### src/rtl/bram_sum_pkg.sv
package bram_sum_pkg;
    localparam int BYTE_W = 8;
    localparam int WORD_W = 16;

    typedef enum logic [2:0] {
        ST_IDLE,
        ST_PRIME,
        ST_WALK,
        ST_TAIL,
        ST_STORE,
        ST_CHECK,
        ST_DONE
    } sum_state_e;
endpackage

### src/rtl/bram_sum_step.sv
// One rotate-through-carry followed by add-with-carry.
module bram_sum_step
    import bram_sum_pkg::*;
(
    input  logic [WORD_W-1:0] acc_i,
    input  logic              carry_i,
    input  logic [WORD_W-1:0] word_i,
    output logic [WORD_W-1:0] acc_o,
    output logic              carry_o
);
    logic [WORD_W-1:0] rotated;
    logic              mid_carry;
    logic [WORD_W:0]   total;

    always_comb begin
        rotated   = {acc_i[WORD_W-2:0], carry_i};
        mid_carry = acc_i[WORD_W-1];
        total     = {1'b0, rotated} + {1'b0, word_i} + {{WORD_W{1'b0}}, mid_carry};
        acc_o     = total[WORD_W-1:0];
        carry_o   = total[WORD_W];
    end
endmodule

### src/rtl/bram_sum_acc.sv
// Accumulator, carry and held upper byte of the current word.
module bram_sum_acc
    import bram_sum_pkg::*;
(
    input  logic              clk_i,
    input  logic              rst_ni,
    input  logic              clear_i,
    input  logic              load_hi_i,
    input  logic              step_i,
    input  logic [BYTE_W-1:0] byte_i,
    output logic [WORD_W-1:0] sum_o
);
    logic [WORD_W-1:0] acc_q, acc_n;
    logic              carry_q, carry_n;
    logic [BYTE_W-1:0] hi_q;

    bram_sum_step u_step (
        .acc_i   (acc_q),
        .carry_i (carry_q),
        .word_i  ({hi_q, byte_i}),
        .acc_o   (acc_n),
        .carry_o (carry_n)
    );

    always_ff @(posedge clk_i or negedge rst_ni) begin
        if (!rst_ni) begin
            acc_q   <= '0;
            carry_q <= 1'b0;
            hi_q    <= '0;
        end else if (clear_i) begin
            acc_q   <= '0;
            carry_q <= 1'b0;
        end else begin
            if (load_hi_i || step_i) hi_q <= byte_i;
            if (step_i) begin
                acc_q   <= acc_n;
                carry_q <= carry_n;
            end
        end
    end

    assign sum_o = acc_q;
endmodule

### src/rtl/bram_sum_ctrl.sv
// Sequencer: walk pointer, reserved-byte index and RAM strobes.
module bram_sum_ctrl
    import bram_sum_pkg::*;
#(
    parameter int ADDR_W = 8
) (
    input  logic              clk_i,
    input  logic              rst_ni,
    input  logic              start_i,
    input  logic              verify_i,
    output sum_state_e        state_o,
    output logic [2:0]        idx_o,
    output logic              mode_o,
    output logic [ADDR_W-1:0] addr_o,
    output logic              we_o,
    output logic              clear_o,
    output logic              load_hi_o,
    output logic              step_o
);
    localparam int DEPTH = 1 << ADDR_W;
    localparam logic [ADDR_W-1:0] WALK_TOP = ADDR_W'(DEPTH - 6);
    localparam logic [ADDR_W-1:0] PRIME_AD = ADDR_W'(DEPTH - 5);
    localparam logic [ADDR_W-1:0] SEAL_LO  = ADDR_W'(DEPTH - 4);

    sum_state_e        state_q, state_d;
    logic [ADDR_W-1:0] ptr_q, ptr_d;
    logic [2:0]        idx_q, idx_d;
    logic              first_q, first_d;
    logic              mode_q, mode_d;

    always_comb begin
        state_d = state_q;
        ptr_d   = ptr_q;
        idx_d   = idx_q;
        first_d = first_q;
        mode_d  = mode_q;
        unique case (state_q)
            ST_IDLE: if (start_i) begin
                state_d = ST_PRIME;
                mode_d  = verify_i;
            end
            ST_PRIME: begin
                state_d = ST_WALK;
                ptr_d   = WALK_TOP;
                first_d = 1'b1;
            end
            ST_WALK: begin
                first_d = 1'b0;
                if (ptr_q == '0) state_d = ST_TAIL;
                else             ptr_d   = ptr_q - ADDR_W'(1);
            end
            ST_TAIL: begin
                idx_d   = '0;
                state_d = mode_q ? ST_CHECK : ST_STORE;
            end
            ST_STORE: begin
                idx_d = idx_q + 3'd1;
                if (idx_q == 3'd3) state_d = ST_DONE;
            end
            ST_CHECK: begin
                idx_d = idx_q + 3'd1;
                if (idx_q == 3'd4) state_d = ST_DONE;
            end
            ST_DONE: state_d = ST_IDLE;
            default: state_d = ST_IDLE;
        endcase
    end

    always_ff @(posedge clk_i or negedge rst_ni) begin
        if (!rst_ni) begin
            state_q <= ST_IDLE;
            ptr_q   <= '0;
            idx_q   <= '0;
            first_q <= 1'b0;
            mode_q  <= 1'b0;
        end else begin
            state_q <= state_d;
            ptr_q   <= ptr_d;
            idx_q   <= idx_d;
            first_q <= first_d;
            mode_q  <= mode_d;
        end
    end

    always_comb begin
        addr_o    = '0;
        we_o      = 1'b0;
        clear_o   = 1'b0;
        load_hi_o = 1'b0;
        step_o    = 1'b0;
        unique case (state_q)
            ST_IDLE:  clear_o = start_i;
            ST_PRIME: addr_o  = PRIME_AD;
            ST_WALK: begin
                addr_o    = ptr_q;
                load_hi_o = first_q;
                step_o    = !first_q;
            end
            ST_TAIL:  step_o = 1'b1;
            ST_STORE: begin
                addr_o = SEAL_LO + ADDR_W'(idx_q[1:0]);
                we_o   = 1'b1;
            end
            ST_CHECK: addr_o = SEAL_LO + ADDR_W'(idx_q[1:0]);
            ST_DONE:  addr_o = '0;
            default:  addr_o = '0;
        endcase
    end

    assign state_o = state_q;
    assign idx_o   = idx_q;
    assign mode_o  = mode_q;
endmodule

### src/rtl/bram_sum_engine.sv
module bram_sum_engine
    import bram_sum_pkg::*;
#(
    parameter int               ADDR_W = 8,
    parameter logic [15:0]      MASK   = 16'hAAAA
) (
    input  logic              clk_i,
    input  logic              rst_ni,
    input  logic              start_i,
    input  logic              verify_i,
    output logic              done_o,
    output logic              valid_o,
    output logic [ADDR_W-1:0] mem_addr_o,
    output logic              mem_we_o,
    output logic [7:0]        mem_wdata_o,
    input  logic [7:0]        mem_rdata_i
);
    localparam int SEAL_BYTES = 4;

    sum_state_e        state;
    logic [2:0]        idx;
    logic              mode;
    logic              clear, load_hi, step;
    logic [WORD_W-1:0] sum;
    logic [2*WORD_W-1:0] seal;
    logic [BYTE_W-1:0] seal_byte [SEAL_BYTES];
    logic [2:0]        idx_prev;
    logic              cur_miss;
    logic              miss_q, valid_q;

    bram_sum_ctrl #(.ADDR_W(ADDR_W)) u_ctrl (
        .clk_i     (clk_i),
        .rst_ni    (rst_ni),
        .start_i   (start_i),
        .verify_i  (verify_i),
        .state_o   (state),
        .idx_o     (idx),
        .mode_o    (mode),
        .addr_o    (mem_addr_o),
        .we_o      (mem_we_o),
        .clear_o   (clear),
        .load_hi_o (load_hi),
        .step_o    (step)
    );

    bram_sum_acc u_acc (
        .clk_i     (clk_i),
        .rst_ni    (rst_ni),
        .clear_i   (clear),
        .load_hi_i (load_hi),
        .step_i    (step),
        .byte_i    (mem_rdata_i),
        .sum_o     (sum)
    );

    assign seal = {sum ^ MASK, sum};

    for (genvar k = 0; k < SEAL_BYTES; k++) begin : g_seal
        assign seal_byte[k] = seal[k*BYTE_W +: BYTE_W];
    end

    assign idx_prev    = idx - 3'd1;
    assign cur_miss    = (state == ST_CHECK) && (idx != 3'd0) &&
                         (mem_rdata_i != seal_byte[idx_prev[1:0]]);
    assign mem_wdata_o = seal_byte[idx[1:0]];

    always_ff @(posedge clk_i or negedge rst_ni) begin
        if (!rst_ni) begin
            miss_q  <= 1'b0;
            valid_q <= 1'b0;
        end else if (clear) begin
            miss_q  <= 1'b0;
            valid_q <= 1'b0;
        end else begin
            if (cur_miss) miss_q <= 1'b1;
            if (state == ST_CHECK && idx == 3'd4)
                valid_q <= mode && !(miss_q || cur_miss);
        end
    end

    assign done_o  = (state == ST_DONE);
    assign valid_o = valid_q;
endmodule

### config.mk
export PLATFORM = sky130hd
export DESIGN_NAME = bram_sum_engine
export DESIGN_NICKNAME = d
export VERILOG_FILES = /design/src/rtl/bram_sum_pkg.sv /design/src/rtl/bram_sum_step.sv /design/src/rtl/bram_sum_acc.sv /design/src/rtl/bram_sum_ctrl.sv /design/src/rtl/bram_sum_engine.sv
export SDC_FILE = /design/constraint.sdc
export NUM_CORES = 1
export LEC_CHECK = 0
export ABC_CLOCK_PERIOD_IN_PS = 2700
export BUFFER_PORTS_ARGS = -buffer_cell sky130_fd_sc_hd__buf_2
export CORE_UTILIZATION = 45
export DETAILED_ROUTE_END_ITERATION = 10
export PLACE_DENSITY = 0.71
export SLEW_MARGIN = 40
export SYNTH_ARGS = -nofsm -noshare
export SYNTH_HDL_FRONTEND = slang
export SYNTH_SLANG_ARGS = --single-unit
### constraint.sdc
create_clock -name clk_i -period 2.7 [get_ports clk_i]
set_input_delay 0.54 -clock clk_i [delete_from_list [all_inputs] [get_ports clk_i]]
set_output_delay 0.54 -clock clk_i [all_outputs]
set_load 0.005 [all_outputs]
==> out/metrics.cfg <==
[run]
maxCapViolCount=0

[global_route]
grt_pass1_wl_mm=12.1
grt_usage=0.217
first_global_vias=2479
antenna_found_initial=0
grt_max_degree=26
overflow=0

[timing]
holdWs_ns=0.179
tightest_slew_ns=0.597
finalHoldViolations=0
fin_skew_ns=0.00585
slew_violations=0
min_period_over_period=0.963
fmax_mhz=385
setup_viol=0
rsz0062_at_grt=yes
fin_ws_ns=0.101
relSlewSlack=0.602
period_minus_slack_ns=2.60

[critical_path]
crit_arrival_ns=2.82
crit_required_ns=2.92
critical_path_buf_inv_count=1
cp_cell_sequence=inv_1 -> fa_1 -> fa_1 -> nor2b_1 -> o211ai_1 -> a21oi_2 -> o22ai_1 -> or3_1 -> a32oi_1
end_kind=register
crit_top_cell=fa_1
critPathMaxFanout=3
critPathTopFamily=adder cells
worstSetupPathType=reg2reg
crit_slowest_cell=fa_1
crit_path_start_kind=register
cpPeakStageDelay_ns=0.43

[worst_hold_path]
hp-class=in2async

[placed_design]
dpl.hpwl_mm=5.54
port_buffers=30
dp_slack_ns=-0.153
place.gp.congestion=0.853
place_area_um2=3340

[detailed_routing]
drt-total-wl_mm=7.40
viasPerCell=5.79
vias=2644
first_pass_iters=7
wire_per_inst_um=16.2
drc=1
drt-initial-drc-count=163
drtAntennaViolNets=0

[clocking]
post_cts_buffers=0
cts.sinks=43
cts_tree=built
clk_pin_slew_ns=0.08
worst_skew_pair.late_latency_ns=0.30
cts_resized=0
cts_htree_levels=2
hold_buffers=0
clock_path_buffers=2
cts-root-buf=clkbuf_8
cts-buffers-inserted=5

[yosys]
synthSimpleGateAreaFrac=0.165
synth_area_per_cell_um2=8.89
synth_area_leaders=dfrtp_1 (35%), ha_1 (8.1%), xnor2_1 (6.8%)
synthXorXnorAreaFrac=0.0850
ys.flop_type=dfrtp_1
synth_compound_area_frac=0.185
synth_mux_area_frac=0.0748
netlist.top_cell.by_area=dfrtp_1
ys_types=52
synth_top_family_by_area=compound AO/OA/AOI/OAI gates
ys_seq_area_frac=0.348
synth_seq_cells=43
synth-edff-count=0
ys_async_sr_fraction=1.00
ys_warn_count=0
yosys.area.top_type_share=0.348
synth-adder-area-share=0.0939
synth_nets=382
synth_common_cells=dfrtp_1 (43), nand2_1 (43), o21ai_0 (26)
syn_inst=348
syn_area_um2=3090

[power]
power.total_uw=3000
power.internal_uw=1800
powerDensity_nw_per_um2=867
power_leakage_uw=0.00147
peakVddDrop_mv=0.623
power_switching_uw=1210
power.share.sequential=0.326
netSwitchingFraction=0.401
combPwrFrac=0.497
pwr-share-clk=0.176

[floorplan]
pin_count=31
die_area_um2=7210
start_util=0.476
die_w_um=84.9
rows=29
core_um2=6490
die_y_um=84.9

[cells_and_area]
drive_gt1_frac=0.179
nNetsFinal=413
filler_cell_count=599
diodes=0
fin_area_um2=3460
area_delta_synth_final_pct=12.0

[run_status]
run_status=complete, but fails checks
violations=design-rule violations

## state kept, by name (all words and copies together) (netlist names)
register	cells
u_ctrl.mode_o	1
u_ctrl.state_o	3
u_ctrl.ptr_q	8
u_acc.sum_o	16
u_acc.hi_q	8
u_acc.carry_q	1
miss_q	1
u_ctrl.first_q	1
valid_o	1
u_ctrl.idx_o	3
## cell type report
cell class / instances / area [um^2] / share of cell area
clock buffers: 6 / 82.6 / 0.0238
well taps: 77 / 96.3 / 0.0278
repair buffers: 43 / 248 / 0.0715
inverters: 15 / 56.3 / 0.0163
flip-flops and latches: 43 / 1080 / 0.311
multi-input cells: 271 / 1870 / 0.540
clock inverters: 2 / 35.0 / 0.0101
## layer usage
metal / wire (um) / track usage / up-vias
li1: - / - / 1290
met1: 3460 / 0.294 / 1276
met2: 3440 / 0.353 / 68
met3: 371 / 0.0360 / 10
met4: 138 / 0.0770 / 0
met5: 0 / 0 / -
## power groups by stage
stage               clock network [uW]  registers, uW  logic (uW)
global route                       567            998        1680
global placement                     0            974        1430
finish                             530            980        1490
detailed placement                   0            986        1470
floorplan                            0            910        1110
CTS                                537            973        1480
## cell families after synthesis
family | count (synthesis)
multiplexers | 22
XOR/XNOR | 30
adder cells (fa/ha/maj) | 22
flip-flops | 43
AND/OR/NAND/NOR | 107
buffers and inverters | 34
AO/OA/AOI/OAI | 90
## layout by cell type, fill, tap and decap left out, types with 3 or more instances in the layout
cell / n
dfrtp_1: 43
buf_2: 30
buf_4: 13
clkbuf_8: 6
or3_1: 6
nand3_1: 6
o21a_1: 3
nor2b_1: 5
a221oi_1: 3
a21o_1: 8
o21ai_1: 3
a21oi_1: 20
nand2_1: 43
xnor2_1: 24
nand2b_1: 7
mux2_2: 9
o21ai_0: 26
nor4_1: 7
inv_1: 14
o211ai_1: 5
mux2i_1: 13
ha_1: 20
and3_1: 3
xor2_1: 6
nor2_1: 18
nand4_1: 5
## final timing paths
kind / start / endpoint / slack [ns] / cells after the start
worst max-delay path: u_acc.sum_o[15]$_DFFE_PN0P_ / u_acc.carry_q$_DFFE_PN0P_ / 0.10 / 9
worst min-delay path: rst_ni / u_ctrl.ptr_q[6]$_DFFE_PN0P_ / 0.18 / 1
worst max register to register: u_acc.sum_o[15]$_DFFE_PN0P_ / u_acc.carry_q$_DFFE_PN0P_ / 0.10 / 9
worst min register to register: miss_q$_DFFE_PN0P_ / valid_o$_DFFE_PN0P_ / 0.47 / 1
max in group asynchronous: rst_ni / u_acc.sum_o[11]$_DFFE_PN0P_ / 1.81 / 2
min in group clk_i: verify_i / u_ctrl.mode_o$_DFFE_PN0P_ / 0.43 / 3
## stage by stage
stage	utilization	instances	setup TNS (ns)
floorplan	-	348	0
global placement	0.515	449	-0.127
detailed placement	0.515	449	-0.280
CTS	0.533	457	0
global route	0.533	457	-0.0495
finish	0.533	457	0
(Power assumes the default switching activity.)
